--- src/rtl/pi_pkg.sv ---
package pi_pkg;

  localparam int unsigned PI_REG_AW  = 4;
  localparam int unsigned PI_NUM_SRC = 2;

  // Attributes carried by the instruction occupying the execute slot.
  typedef struct packed {
    logic valid;
    logic wr_en;
    logic is_load;
    logic wr_sflag;
  } slot_attr_t;

  localparam slot_attr_t SLOT_EMPTY = '{valid: 1'b0, wr_en: 1'b0,
                                        is_load: 1'b0, wr_sflag: 1'b0};

endpackage

--- src/rtl/pi_ex_slot.sv ---
module pi_ex_slot
  import pi_pkg::*;
#(
  parameter int unsigned REG_AW = PI_REG_AW
) (
  input  logic              clk,
  input  logic              rst_n,
  input  logic              stall,
  input  slot_attr_t        id_attr,
  input  logic [REG_AW-1:0] id_dst,
  output slot_attr_t        ex_attr,
  output logic [REG_AW-1:0] ex_dst
);

  slot_attr_t        attr_d;
  slot_attr_t        attr_q;
  logic              dst_en;
  logic [REG_AW-1:0] dst_q;

  // Next state: a stall turns the slot into a bubble; otherwise it takes decode.
  always_comb begin
    attr_d = SLOT_EMPTY;
    dst_en = 1'b0;
    if (!stall && id_attr.valid) begin
      attr_d = id_attr;
      dst_en = 1'b1;
    end
  end

  always_ff @(posedge clk or negedge rst_n) begin
    if (!rst_n) begin
      attr_q <= SLOT_EMPTY;
    end else begin
      attr_q <= attr_d;
    end
  end

  // Destination only loads when a real instruction enters.
  always_ff @(posedge clk or negedge rst_n) begin
    if (!rst_n) begin
      dst_q <= '0;
    end else if (dst_en) begin
      dst_q <= id_dst;
    end
  end

  assign ex_attr = attr_q;
  assign ex_dst  = dst_q;

endmodule

--- src/rtl/pi_load_use.sv ---
module pi_load_use
  import pi_pkg::*;
#(
  parameter int unsigned REG_AW  = PI_REG_AW,
  parameter int unsigned NUM_SRC = PI_NUM_SRC
) (
  input  logic                           id_valid,
  input  logic [NUM_SRC-1:0][REG_AW-1:0] id_src,
  input  logic [NUM_SRC-1:0]             id_src_used,
  input  logic                           ex_load_live,
  input  logic [REG_AW-1:0]              ex_dst,
  output logic                           hit
);

  logic [NUM_SRC-1:0] src_match;

  for (genvar g = 0; g < NUM_SRC; g++) begin : g_src
    assign src_match[g] = id_src_used[g] && (id_src[g] == ex_dst);
  end

  assign hit = id_valid && ex_load_live && (|src_match);

endmodule

--- src/rtl/pi_sp_guard.sv ---
module pi_sp_guard
  import pi_pkg::*;
#(
  parameter int unsigned REG_AW   = PI_REG_AW,
  parameter int unsigned NUM_SRC  = PI_NUM_SRC,
  parameter int unsigned SP_INDEX = (1 << PI_REG_AW) - 1
) (
  input  logic                           id_valid,
  input  logic [NUM_SRC-1:0][REG_AW-1:0] id_src,
  input  logic [NUM_SRC-1:0]             id_src_used,
  input  logic                           id_sp_ref,
  input  logic                           id_type_a,
  input  logic                           ex_sflag_live,
  output logic                           hit
);

  localparam logic [REG_AW-1:0] SP_CODE = REG_AW'(SP_INDEX);

  logic [NUM_SRC-1:0] names_sp;
  logic               sensitive;

  for (genvar g = 0; g < NUM_SRC; g++) begin : g_src
    assign names_sp[g] = id_src_used[g] && (id_src[g] == SP_CODE);
  end

  assign sensitive = id_sp_ref || id_type_a || (|names_sp);
  assign hit       = id_valid && ex_sflag_live && sensitive;

endmodule

--- src/rtl/pipe_interlock.sv ---
module pipe_interlock
  import pi_pkg::*;
#(
  parameter int unsigned REG_AW   = PI_REG_AW,
  parameter int unsigned NUM_SRC  = PI_NUM_SRC,
  parameter int unsigned SP_INDEX = (1 << REG_AW) - 1
) (
  input  logic                           clk,
  input  logic                           rst_n,
  input  logic                           id_valid,
  input  logic [NUM_SRC-1:0][REG_AW-1:0] id_src,
  input  logic [NUM_SRC-1:0]             id_src_used,
  input  logic                           id_sp_ref,
  input  logic                           id_type_a,
  input  logic [REG_AW-1:0]              id_dst,
  input  logic                           id_dst_we,
  input  logic                           id_is_load,
  input  logic                           id_wr_sflag,
  input  logic                           res_busy,
  output logic                           hold_fetch,
  output logic                           bubble_ex
);

  slot_attr_t        id_attr;
  slot_attr_t        ex_attr;
  logic [REG_AW-1:0] ex_dst;
  logic              ex_load_live;
  logic              ex_sflag_live;
  logic              lu_hit;
  logic              sp_hit;
  logic              busy_hit;
  logic              stall;

  always_comb begin
    id_attr.valid    = id_valid;
    id_attr.wr_en    = id_dst_we;
    id_attr.is_load  = id_is_load;
    id_attr.wr_sflag = id_wr_sflag;
  end

  assign ex_load_live  = ex_attr.valid && ex_attr.is_load && ex_attr.wr_en;
  assign ex_sflag_live = ex_attr.valid && ex_attr.wr_sflag;

  pi_ex_slot #(.REG_AW(REG_AW)) u_ex_slot (
    .clk     (clk),
    .rst_n   (rst_n),
    .stall   (stall),
    .id_attr (id_attr),
    .id_dst  (id_dst),
    .ex_attr (ex_attr),
    .ex_dst  (ex_dst)
  );

  pi_load_use #(.REG_AW(REG_AW), .NUM_SRC(NUM_SRC)) u_load_use (
    .id_valid     (id_valid),
    .id_src       (id_src),
    .id_src_used  (id_src_used),
    .ex_load_live (ex_load_live),
    .ex_dst       (ex_dst),
    .hit          (lu_hit)
  );

  pi_sp_guard #(.REG_AW(REG_AW), .NUM_SRC(NUM_SRC), .SP_INDEX(SP_INDEX)) u_sp_guard (
    .id_valid      (id_valid),
    .id_src        (id_src),
    .id_src_used   (id_src_used),
    .id_sp_ref     (id_sp_ref),
    .id_type_a     (id_type_a),
    .ex_sflag_live (ex_sflag_live),
    .hit           (sp_hit)
  );

  assign busy_hit   = id_valid && res_busy;
  assign stall      = lu_hit || sp_hit || busy_hit;
  assign hold_fetch = stall;
  assign bubble_ex  = stall;

endmodule

--- config.mk ---
export PLATFORM = sky130hd
export DESIGN_NAME = pipe_interlock
export DESIGN_NICKNAME = d
export VERILOG_FILES = /design/src/rtl/pi_pkg.sv /design/src/rtl/pi_ex_slot.sv /design/src/rtl/pi_load_use.sv /design/src/rtl/pi_sp_guard.sv /design/src/rtl/pipe_interlock.sv
export SDC_FILE = /design/constraint.sdc
export NUM_CORES = 1
export LEC_CHECK = 0
export ABC_AREA = 1
export BUFFER_PORTS_ARGS = -buffer_cell sky130_fd_sc_hd__buf_2
export CAP_MARGIN = 20
export CORE_AREA = 3 3 40 42
export DETAILED_ROUTE_END_ITERATION = 8
export DIE_AREA = 0 0 43 45
export PLACE_DENSITY = 0.67
export SETUP_SLACK_MARGIN = 0.05
export SYNTH_ARGS = -nofsm -noshare
export SYNTH_HDL_FRONTEND = slang
export SYNTH_HIERARCHICAL = 1
export SYNTH_SLANG_ARGS = --single-unit
--- constraint.sdc ---
create_clock -name clk -period 3.9 [get_ports clk]
set_input_delay 0.39 -clock clk [delete_from_list [all_inputs] [get_ports clk]]
set_output_delay 0.39 -clock clk [all_outputs]
set_load 0.01 [all_outputs]
# --- After elaboration in Yosys (flattened, before gate mapping) ---
# Cells that the tools add are included.
word_totals:
  regBits: 8
  latch_bits: 0
  ram_bits: 0
  mem_bits_ro: 0
  input_bits: 23
  out_inout_bits: 2
  wordCells: 31
  n_memories: 0
op_classes:
  n_addsub: 0
  multipliers: 0
  div_mod_pow: 0
  n_lt_le_gt_ge: 0
  eq_ne: 4
  shift: 0
  muxes: 2
  bitwise_logic: 0
  n_reduce_logical: 20
op_table:
  columns: ["cell", "count"]
  rows:
  - ["$logic_and 1x1->1", 13]
  - ["$eq 4x4->1", 2]
  - ["$eq 4x4->1 const B", 2]
  - ["$logic_or 1x1->1", 4]
  - ["$mux 4", 1]
  - ["$reduce_or 2->1", 2]
  - ["$logic_not 1->1", 1]
  - ["$mux 1", 1]

# --- Depth between registers and ports, before layout ---
# Gate-level depths: netlist of the first run.
logic_depth:
  depth_word: 10
  depth_mapped: 12
  depth_no_buf: 12

# --- Cells and area by module ---
# The synthesis of the first run kept the hierarchy.
modules_own_cells:
  columns: ["mod", "n_inst", "cells_per_inst", "area_per_inst_um2", "seq_area_each_um2"]
  rows:
  - ["pi_ex_slot", 1, 29, 286.5, 200.2]
  - ["pi_load_use", 1, 33, 142.6, 0.0]
  - ["pi_sp_guard", 1, 16, 68.8, 0.0]
  - ["pipe_interlock", 1, 9, 40.0, 0.0]

# --- Worst setup path before layout of the first run ---
# OpenSTA, ideal clock, no wires.
synth_timing:
  path_kind: "register to output"
  start: "register u_ex_slot.dst_q[2] (netlist: u_ex_slot/ex_dst[2])"
  end: "output hold_fetch"
  arrival_time_ns: 1.110
  required_time_ns: 3.510
  slack_ns: 2.400
  stages_incl_launch_ff: 9
  path_buffers: 1
  path_cell_list: "dfrtp_1 nor2_1 nor2_1 nor2_1 nand3_1 a21oi_2 nor2_1 nand2_1 buf_4"
synth_via:
  elab_chain_len: 6
  word_cells_on_any_way: 8
  cone_classes: "2 x eq/ne; 6 x reduce/logical"
synth_lines:
  columns: ["element", "line", "source"]
  rows:
  - ["from (decl)", "pi_ex_slot.sv:18", "logic [REG_AW-1:0] dst_q;"]
  - ["from (signal assigned)", "pi_ex_slot.sv:43", "dst_q <= id_dst;"]
  - ["$eq 4x4->1", "pi_load_use.sv:18", "assign src_match[g] = id_src_used[g] && (id_src[g] == ex_dst);"]
  - ["$logic_and 1x1->1", "pi_load_use.sv:18", null]
  - ["$reduce_or 2->1 *", "pi_load_use.sv:21", "assign hit = id_valid && ex_load_live && (|src_match);"]
  - ["$logic_and 1x1->1 *", "pi_load_use.sv:21", null]
  - ["net lu_hit", "pipe_interlock.sv:29", "logic lu_hit;"]
  - ["$logic_or 1x1->1 * (2 in a row)", "pipe_interlock.sv:74", "assign stall = lu_hit || sp_hit || busy_hit;"]
  - ["to (decl)", "pipe_interlock.sv:20", "output logic hold_fetch,"]
# Mark *: on every way through the listed nets, which the timed path passes. The rest lies on a longest branch.

# --- Final worst setup path of the first run ---
layout_timing:
  start: "register u_ex_slot.dst_q[2] (netlist: u_ex_slot/ex_dst[2])"
  end: "output bubble_ex"
layout_via:
  elab_chain_len: 6
  word_cells_on_any_way: 8
  cone_classes: "2 x eq/ne; 6 x reduce/logical"
layout_lines:
  columns: ["element", "line", "source"]
  rows:
  - ["$eq 4x4->1", "pi_load_use.sv:18", null]
  - ["$logic_and 1x1->1", "pi_load_use.sv:18", null]
  - ["$reduce_or 2->1 *", "pi_load_use.sv:21", null]
  - ["$logic_and 1x1->1 *", "pi_load_use.sv:21", null]
  - ["net lu_hit", "pipe_interlock.sv:29", null]
  - ["$logic_or 1x1->1 * (2 in a row)", "pipe_interlock.sv:74", null]
  - ["to (decl)", "pipe_interlock.sv:21", "output logic bubble_ex"]
# Marked as above.

==> results of run 1 <==
==> layer usage <==
metal / vias up / global-route usage (%) / part of all wire [%]
li1: 307 / - / -
met1: 240 / 14.2 / 43
met2: 16 / 26.0 / 50
met3: 0 / 3.98 / 6.9
met4: 0 / 1.81 / 0
met5: - / 0 / 0
==> power groups by stage <==
stage	Combinational, W	Sequential (W)	Clock, W
3_5_place_dp	0.0000497	0.0000983	0
3_3_place_gp	0.0000490	0.0000980	0
5_1_grt	0.0000586	0.0000983	0.0000688
2_1_floorplan	0.0000296	0.0000966	0
4_1_cts	0.0000508	0.0000969	0.0000642
6_report	0.0000501	0.0000969	0.0000593
==> stage by stage <==
step / cell area [um^2] / util [%] / setup slack (ns) / total power [W] / hold slack, ns
3_5_place_dp: 669 / 52.1 / 2.29 / 0.000148 / 0.240
3_3_place_gp: 669 / 52.1 / 2.31 / 0.000147 / 0.238
5_1_grt: 702 / 54.6 / 1.95 / 0.000226 / 0.355
4_1_cts: 702 / 54.6 / 2.07 / 0.000212 / 0.343
6_report: 702 / 54.6 / 2.09 / 0.000206 / 0.352
2_1_floorplan: 538 / - / 2.40 / 0.000126 / 0.0944
==> synth_stat cells, types with 2 or more instances <==
library cell	n	area share [%]
dfrtp_1	8	37
inv_1	16	11
nand2_1	33	23
nand3_1	7	6.5
nor2_1	14	9.8
xnor2_1	2	3.3
==> path summary, 6_finish.rpt <==
path	startpoint	endpoint	slack, ns
setup / recovery	u_ex_slot/ex_dst[2]	bubble_ex	2.09
hold / removal	id_wr_sflag	u_ex_slot/ex_attr[0]	0.35
setup reg to reg	u_ex_slot/ex_dst[2]	u_ex_slot/ex_dst[3]	2.37
hold reg to reg	u_ex_slot/ex_dst[1]	u_ex_slot/ex_dst[1]	0.50
max in group asynchronous	rst_n	u_ex_slot/ex_attr[3]	3.22
min in group asynchronous	rst_n	u_ex_slot/ex_dst[2]	0.51
==> tightest hold or removal path, cell delays in order <==
cell    delay (ns)
buf_2         0.09
inv_1         0.04
nor2_1        0.03
==> state kept, by name (all words and copies together), names as in the netlist <==
signal and flops:
u_ex_slot/ex_attr 4, u_ex_slot/ex_dst 4
==> cell families after synthesis <==
kind of cell,after synthesis
AOI/OAI and AO/OA,2
xor gates and xnor gates,2
buffers and inverters,18
DFF,8
and+or+nand+nor,57
==> placed cells by master, fill, tap and decap left out, drive strengths merged <==
cell type | synthesis | layout
nand2 | 34 | 34
buf | 1 | 24
inv | 16 | 16
nor2 | 16 | 16
dfrtp | 8 | 8
nand3 | 7 | 7
clkbuf | 0 | 3
xnor2 | 2 | 2
dlygate4sd3 | 0 | 1
clkinv | 1 | 1
o21ai | 1 | 1
a21oi | 1 | 1
==> final cells by class <==
class,instances,area (um^2),share of cell area [%]
clock buffer,3,22.5,3.21
sequential,8,200,28.5
timing repair buffer,25,130,18.5
tap,15,18.8,2.67
multi-input combinational,61,267,38.0
inverter,17,63.8,9.09
==> repair_timing <==
item	in CTS	in global routing
endpoints found under the hold margin	8	0
hold buffers	1	0
resized for setup	0	0
==> impl_metrics.tcl, run 1 <==
set metrics [dict create \
    status "complete, no violations" \
    cts_buffer_depth 2 \
    htreeDepth 1 \
    hold_depth 3 \
    cp_slowest_cell "dfrtp_1" \
    drtAntennaViolNets 0 \
    syn-cell-area_um2 538 \
    drv_slew 0 \
    rr_worst_depth 12 \
    setup_violations 0 \
    dp_hpwl_um 943 \
    grt_max_degree 9 \
    wl_um 1110 \
    slowest_delay_ns 0.42 \
    diodes 0 \
    syn_nets 110 \
    synth_top_family_by_area "simple AND/OR/NAND/NOR gates" \
    cp.arrival_ns 1.42 \
    via_per_inst 4.36 \
    cp_max_fo 4 \
    clock_sinks 8 \
    initial_core_util_pct 41.9 \
    cts_buffers 3 \
    ctsRootBufferMaster "clkbuf_4" \
    dp_cells 125 \
    yosys.area_share.simple_pct 43.7 \
    synth_compound_area_share_pct 2.56 \
    ys.flop_type "dfrtp_1" \
    nets 139 \
    crit_buf_inv 1 \
    fin_crit_sh_pct 46.5 \
    hold_violations 0 \
    comb_power_share_pct 24.3 \
    io_buffer_count 24 \
    io_pins 25 \
    max_freq_mhz 552 \
    fp.dieW_um 43 \
    synth_seq_cells 8 \
    layout-drive-gt1-share_pct 27.2 \
    post_drt_wl_per_cell_um 8.57 \
    skew_ns 0.00309 \
    cp_cell_sequence "nor2_1, nor2_1, nor2_1, nand3_1, a21oi_2, nor2_1, nand2_1, buf_2" \
    grt_pass1_vias 526 \
    p_leak_nw 0.440 \
    synthMuxAreaShare_pct 0 \
    fill_cells 146 \
    grt_pass1_wl_um 1950 \
    ys_seq_area_share_pct 37.2 \
    cts_tree "done" \
    cts.clk_slew.worst_paths_ns 0.05 \
    internal_power_w 0.000149 \
    gp_congestion 0.706 \
    core_region_area_mm2 0.00128 \
    max-slew-margin-rel_pct 87.8 \
    crit_top_cell "nor2_1" \
    clockPowerShare_pct 28.7 \
    path_class "reg -> out" \
    syn-instance-count 87 \
    fin_cells 129 \
    switchingPower_w 0.0000578 \
    synth-edff-count 0 \
    antenna_found_initial 0 \
    seqPwrFrac_pct 47.0 \
    worst_slew_pin_slew_ns 0.181 \
    async_flop_share_pct 100 \
    setup.worst_path.start_class "register" \
    drc 0 \
    switching_share_pct 28.0 \
    grt_overflow 0 \
    yosysWarnings 6 \
    synth_fa_ha_area_share_pct 0 \
    syn_area_per_cell_um2 6.18 \
    post-route-min-period_ns 1.81 \
    syn_to_final_growth_pct 30.5 \
    synth_cell_type_count 13 \
    power_density_mw_per_mm2 294 \
    drtIter0Drc 7 \
    tns_ns 0 \
    clock_latency_ns 0.24 \
    rsz0062_at_grt "no" \
    track_usage_pct 13.2 \
    cap_violations 0 \
    vias 563 \
    vdd_drop_max_uv 239 \
    die_height_um 45 \
    path_depth 8 \
    die-area_mm2 0.00194 \
    fp-row-count 13 \
    hold_class "in -> reg" \
    critical_path.top_delay_family "simple AND/OR/NAND/NOR gates" \
    first_pass_iters 4 \
    required_ns 3.51 \
    end_kind "primary output" \
    cts_setup_buffers 0 \
    synthXorXnorAreaFrac_pct 3.26 \
]
Note: power is estimated with default switching activity, not from simulation.
==> run 2, diff against run 1 <==
--- a/config.mk
+++ b/config.mk
@@ -5,13 +5,13 @@
 export SDC_FILE = /design/constraint.sdc
 export NUM_CORES = 1
 export LEC_CHECK = 0
-export ABC_AREA = 1
+export ABC_AREA = 0
 export BUFFER_PORTS_ARGS = -buffer_cell sky130_fd_sc_hd__buf_2
 export CAP_MARGIN = 20
 export CORE_AREA = 3 3 40 42
 export DETAILED_ROUTE_END_ITERATION = 8
 export DIE_AREA = 0 0 43 45
-export PLACE_DENSITY = 0.67
+export PLACE_DENSITY = 0.62
 export SETUP_SLACK_MARGIN = 0.05
 export SYNTH_ARGS = -nofsm -noshare
 export SYNTH_HDL_FRONTEND = slang
==> constraint.sdc (replaced) <==
create_clock -name clk -period 1.88 [get_ports clk]
set_input_delay 0.188 -clock clk [delete_from_list [all_inputs] [get_ports clk]]
set_output_delay 0.188 -clock clk [all_outputs]
set_load 0.01 [all_outputs]
==> run 2 against run 1 <==
  * The flow now finishes with violations (negative setup slack)
  * Sequential share of layout area rose by 0.89 points
  * Critical path depth decreased by 3
  * Register-to-register slack worse by 2.3 ns
  * Wire length fell by 8.1%
  * Combinational power is 150% higher
  * Synthesized cell count decreased by 54%
==> impl_metrics.tcl, run 2 <==
set metrics [dict create \
    status "complete, but fails checks" \
    violations "negative setup slack" \
    first_pass_iters 4 \
    clock_latency_ns 0.25 \
    diodes 0 \
    path_class "reg -> out" \
    syn_to_final_growth_pct 41.3 \
    cp.arrival_ns 1.73 \
    dp_cells 80 \
    yosysMostFrequentCell "dfrtp_1" \
    setup_violations 2 \
    synth.top_cells.by_count "dfrtp_1 (8), xor2_1 (6), mux2_4 (4), nand4_1 (4), and2_2 (3)" \
    antenna_found_initial 0 \
    layout_setup_ws_ns -0.0384 \
    fin_util_pct 53.0 \
    core_region_area_mm2 0.00128 \
    vias 415 \
    layout-drive-gt1-share_pct 60.9 \
    cp_cell_sequence "xor2_1, or4_1, o41ai_2, a211o_1, buf_2" \
    skew_ns 0.00184 \
    cp-startpoint "u_ex_slot/ex_dst[1]" \
    power_density_mw_per_mm2 659 \
    power_w 0.000449 \
    yosysTopAreaCell "dfrtp_1" \
    fp.dieW_um 43 \
    ys_seq_area_share_pct 41.6 \
    fp-row-count 13 \
    slowest_delay_ns 0.48 \
    drtIter0Drc 10 \
    syn_nets 63 \
    async_flop_share_pct 100 \
    end_kind "primary output" \
    gp_congestion 0.764 \
    post_drt_wl_per_cell_um 12.1 \
    initial_core_util_pct 37.5 \
    drv_slew 0 \
    whs_ns 0.156 \
    via_per_inst 4.94 \
    synth_top_area_share_pct 41.6 \
    cp_slowest_cell "or4_1" \
    fin_crit_sh_pct 102 \
    p_leak_nw 0.344 \
    drtAntennaViolNets 0 \
    setup.worst_path.start_class "register" \
    grt_pass1_wl_um 1730 \
    hold_class "in -> reg" \
    worst_slew_pin_slew_ns 0.254 \
    hold_violations 0 \
    htreeDepth 1 \
    yosysWarnings 6 \
    yosys-top-cells-area "dfrtp_1 (42%), mux2_4 (12%), xor2_1 (11%)" \
    rsz0062_at_grt "yes" \
    final_cell_mix "buf_2 (24), dfrtp_1 (8), mux2_4 (4), xor2_1 (4), nand4_1 (4)" \
    grt_pass1_vias 428 \
    cts.clk_slew.worst_paths_ns 0.05 \
    ctsRootBufferMaster "clkbuf_4" \
    max-slew-margin-rel_pct 82.9 \
    ys.flop_type "dfrtp_1" \
    die_height_um 45 \
    io_pins 25 \
    cts_buffer_depth 2 \
    max_freq_mhz 521 \
    syn-instance-count 40 \
    grt_overflow 0 \
    synth_seq_cells 8 \
    grt_max_degree 9 \
    cap_violations 0 \
    post-route-min-period_ns 1.92 \
    cts_setup_buffers 0 \
    vdd_drop_max_uv 323 \
    clock_sinks 8 \
    worstHoldStart "id_dst_we" \
    syn-cell-area_um2 482 \
    cts_buffers 3 \
    final_common_cell "buf_2" \
    reg2reg_from "u_ex_slot/ex_dst[1]" \
    cts_tree "done" \
    cp_max_fo 3 \
    syn_area_per_cell_um2 12.0 \
    wl_um 1020 \
    fin_cells 84 \
    rrSetupSlack_ns 0.04 \
    fill_cells 132 \
    track_usage_pct 12.0 \
    io_buffer_count 24 \
    synth_cell_type_count 18 \
    synth-edff-count 0 \
    nets 94 \
    die-area_mm2 0.00194 \
    required_ns 1.69 \
    drc 0 \
]
## run 2: logic make-up (layout without fill, tap and decap cells)
logic type / after synthesis / after routing / synth area share, %
simple gates: 13 / 13 / 19.0
xor+xnor: 8 / 8 / 14.5
flops: 8 / 8 / 41.6
compound gates: 5 / 5 / 8.57
mux: 4 / 4 / 12.5
buf+inv: 2 / 31 / 3.90
## run 2: through the flow
step           worst slack, ns  TNS (ns)  cell area, um^2
3_5_place_dp            0.0284         0              632
4_1_cts                -0.0705    -0.140              664
5_1_grt                 -0.145    -0.537              681
3_3_place_gp            0.0483         0              632
6_report               -0.0384   -0.0762              681
2_1_floorplan          -0.0580    -0.232              489
## run 2: timing repair
action,in CTS,in global routing
pin swaps,0,2
hold buffers,1,0
cloned,0,0
endpoints found under the setup margin,6,9
endpoints found under the hold margin,8,0
gates resized for setup,0,3
## run 2: per-layer routing
metal | wire (um) | share of wire, % | track usage [%] | up-vias
li1 | - | - | - | 201
met5 | 0 | 0 | 0 | -
met3 | 117 | 12 | 2.39 | 2
met4 | 17 | 1.7 | 9.04 | 0
met1 | 418 | 41 | 15.1 | 190
met2 | 463 | 46 | 18.3 | 22
## run 2: cell type report
cell class / instances / area [um^2] / share of cell area, %
tap: 15 / 18.8 / 2.76
clock buffer: 3 / 22.5 / 3.31
timing repair buffer: 28 / 153 / 22.4
multi-input combinational: 30 / 287 / 42.1
sequential: 8 / 200 / 29.4
## run 2: worst max-delay path, delay by kind of cell (launching register included)
| kind | cells | cell delay (ns) |
|---|---|---|
| flops | 1 | 0.41 |
| xor+xnor | 1 | 0.17 |
| compound gates | 2 | 0.28 |
| buf+inv | 1 | 0.15 |
| simple gates | 1 | 0.48 |
## run 2: worst paths after layout
kind,to,depth (start not counted)
worst max-delay path,hold_fetch,5
worst min-delay path,u_ex_slot/ex_attr[2],2
worst max register to register,u_ex_slot/ex_dst[0],6
worst min register to register,u_ex_slot/ex_dst[1],1
max in group asynchronous,u_ex_slot/ex_dst[2],2
min in group asynchronous,u_ex_slot/ex_dst[0],2
## run 2: power by group
part           leakage, nW  switching, W  internal, W  total (W)
sequential          0.0987     0.0000110     0.000190   0.000201
combinational        0.232     0.0000496    0.0000735   0.000123
clock               0.0138     0.0000522    0.0000726   0.000125
total                0.344      0.000113     0.000336   0.000449
==> run 3, diff against run 2 <==
--- a/config.mk
+++ b/config.mk
@@ -11,6 +11,7 @@
 export CORE_AREA = 3 3 40 42
 export DETAILED_ROUTE_END_ITERATION = 8
 export DIE_AREA = 0 0 43 45
+export GPL_TIMING_DRIVEN = 0
 export PLACE_DENSITY = 0.62
 export SETUP_SLACK_MARGIN = 0.05
 export SYNTH_ARGS = -nofsm -noshare
==> constraint.sdc (replaced) <==
create_clock -name clk -period 1.9 [get_ports clk]
set_input_delay 0.19 -clock clk [delete_from_list [all_inputs] [get_ports clk]]
set_output_delay 0.19 -clock clk [all_outputs]
set_load 0.01 [all_outputs]
==> run 3 against run 2 <==
  * The run still ends with negative setup slack left
  * Non-clock buffer count increased by 4
  * Count of clock-buffer cells in the layout is the same
  * Die area unchanged
  * Largest power group unchanged
  * Design area is 3.9% higher
  * Register-to-register slack got worse by 0.04 ns
  * Cell count is 4.8% higher
  * Global-route usage grew 0.53 points
  * Clock power about the same
  * Largest cell class unchanged
  * Sequential cell count unchanged
  * Combinational power rose by 7%
==> impl_metrics.tcl, run 3 (synthesis results as in run 2) <==
set metrics [dict create \
    p_leak_nw 0.365 \
    reg2reg_from "u_ex_slot/ex_dst[0]" \
    cts_buffers 3 \
    seqPwrFrac_pct 43.3 \
    drtAntennaViolNets 0 \
    required_ns 1.71 \
    grt_pass1_wl_um 1750 \
    end_kind "primary output" \
    tns_ns -0.0304 \
    max-slew-margin-rel_pct 83.4 \
    io_pins 25 \
    syn_to_final_growth_pct 46.8 \
    cts_tree "done" \
    drv_slew 0 \
    initial_core_util_pct 37.5 \
    wl_um 1080 \
    setup_violations 1 \
    grt_max_degree 9 \
    fp-row-count 13 \
    vias 436 \
    setup.worst_path.start_class "register" \
    cp-startpoint "u_ex_slot/ex_dst[0]" \
    htreeDepth 1 \
    power_density_mw_per_mm2 646 \
    grt_pass1_vias 416 \
    fp.dieW_um 43 \
    clockPowerShare_pct 27.8 \
    first_pass_iters 4 \
    grt_overflow 0 \
    final_common_cell "buf_2" \
    diodes 0 \
    die_height_um 45 \
    post-route-min-period_ns 1.93 \
    ctsRootBufferMaster "clkbuf_4" \
    worstHoldStart "id_wr_sflag" \
    die-area_mm2 0.00194 \
    hold_class "in -> reg" \
    fin_util_pct 55.0 \
    cap_violations 0 \
    cp.arrival_ns 1.74 \
    vdd_drop_max_uv 375 \
    place_area_um2 628 \
    track_usage_pct 12.6 \
    clock_sinks 8 \
    power_w 0.000456 \
    switchingPower_w 0.000116 \
    skew_ns 0.00215 \
    drtIter0Drc 11 \
    fin_crit_sh_pct 102 \
    rsz0062_at_grt "yes" \
    layout_setup_ws_ns -0.0304 \
    drc 0 \
    core_region_area_mm2 0.00128 \
    worst_slew_pin_slew_ns 0.247 \
    gp_congestion 0.838 \
    cts_buffer_depth 2 \
    hold_violations 0 \
    final_cell_mix "buf_2 (23), dfrtp_1 (8), buf_4 (7)" \
    post_drt_wl_per_cell_um 12.3 \
    internal_power_w 0.000340 \
    switching_share_pct 25.5 \
    final_cell_area_um2 707 \
    io_buffer_count 24 \
    cts.clk_slew.worst_paths_ns 0.05 \
    max_freq_mhz 518 \
    comb_power_share_pct 29.0 \
    violations "negative setup slack" \
    clock_latency_ns 0.25 \
    status "complete, but fails checks" \
    path_class "reg -> out" \
    whs_ns 0.157 \
    via_per_inst 4.95 \
    layout-drive-gt1-share_pct 63.0 \
    cp_max_fo 3 \
    nets 98 \
    antenna_found_initial 0 \
]
## run 3: layer usage
layer  part of all wire, %  wire [um]  GRT usage (%)  vias to the layer above
li1                      -          -              -                      213
met1                    44        470           15.5                      198
met2                    45        488           20.7                       25
met3                    11        120           3.59                        0
met4                     0          0           5.42                        0
met5                     0          0              0                        -
## run 3: stage by stage
step,instances,worst slack (ns)
6_report,88,-0.0304
5_1_grt,88,-0.118
4_1_cts,88,-0.0582
3_5_place_dp,79,-0.0733
3_3_place_gp,79,-0.0603
2_1_floorplan,40,-0.0380
## run 3: power by group through the flow
stage	registers [W]	clock network (W)	logic [W]
final	0.000197	0.000127	0.000132
after global routing	0.000200	0.000143	0.000145
after CTS	0.000197	0.000132	0.000131
after detailed placement	0.000207	0	0.000102
after global placement	0.000207	0	0.000101
after floorplan	0.000203	0	0.0000626
## run 3: cell type report
class,count,area [um^2]
timing repair buffer,31,181
tap,15,18.8
fill,121,578
sequential,8,200
clock buffer,3,22.5
buffer,1,7.51
multi-input combinational,30,277
## run 3: path summary, 6_finish.rpt
check	slack, ns	endpoint	depth (start not counted)
max	-0.03	hold_fetch	6
min	0.16	u_ex_slot/ex_attr[0]	2
max reg2reg	0	u_ex_slot/ex_attr[2]	8
min reg2reg	0.64	u_ex_slot/ex_dst[0]	2
max in group asynchronous	1.41	u_ex_slot/ex_attr[1]	2
min in group asynchronous	0.32	u_ex_slot/ex_dst[1]	2
## run 3: what timing repair did
action,in CTS,in global routing
buffers inserted,6,0
hold buffers,1,0
endpoints found under the setup margin,9,10
pin swaps,2,3
endpoints found under the hold margin,8,0
resized for setup,2,2
## run 3: critical path, cell delays in order (launching register included)
cell and delay [ns]:
dfrtp_1 0.38, xor2_1 0.15, or4_4 0.54, o41ai_2 0.07
a211o_1 0.16, buf_4 0.11, buf_6 0.09
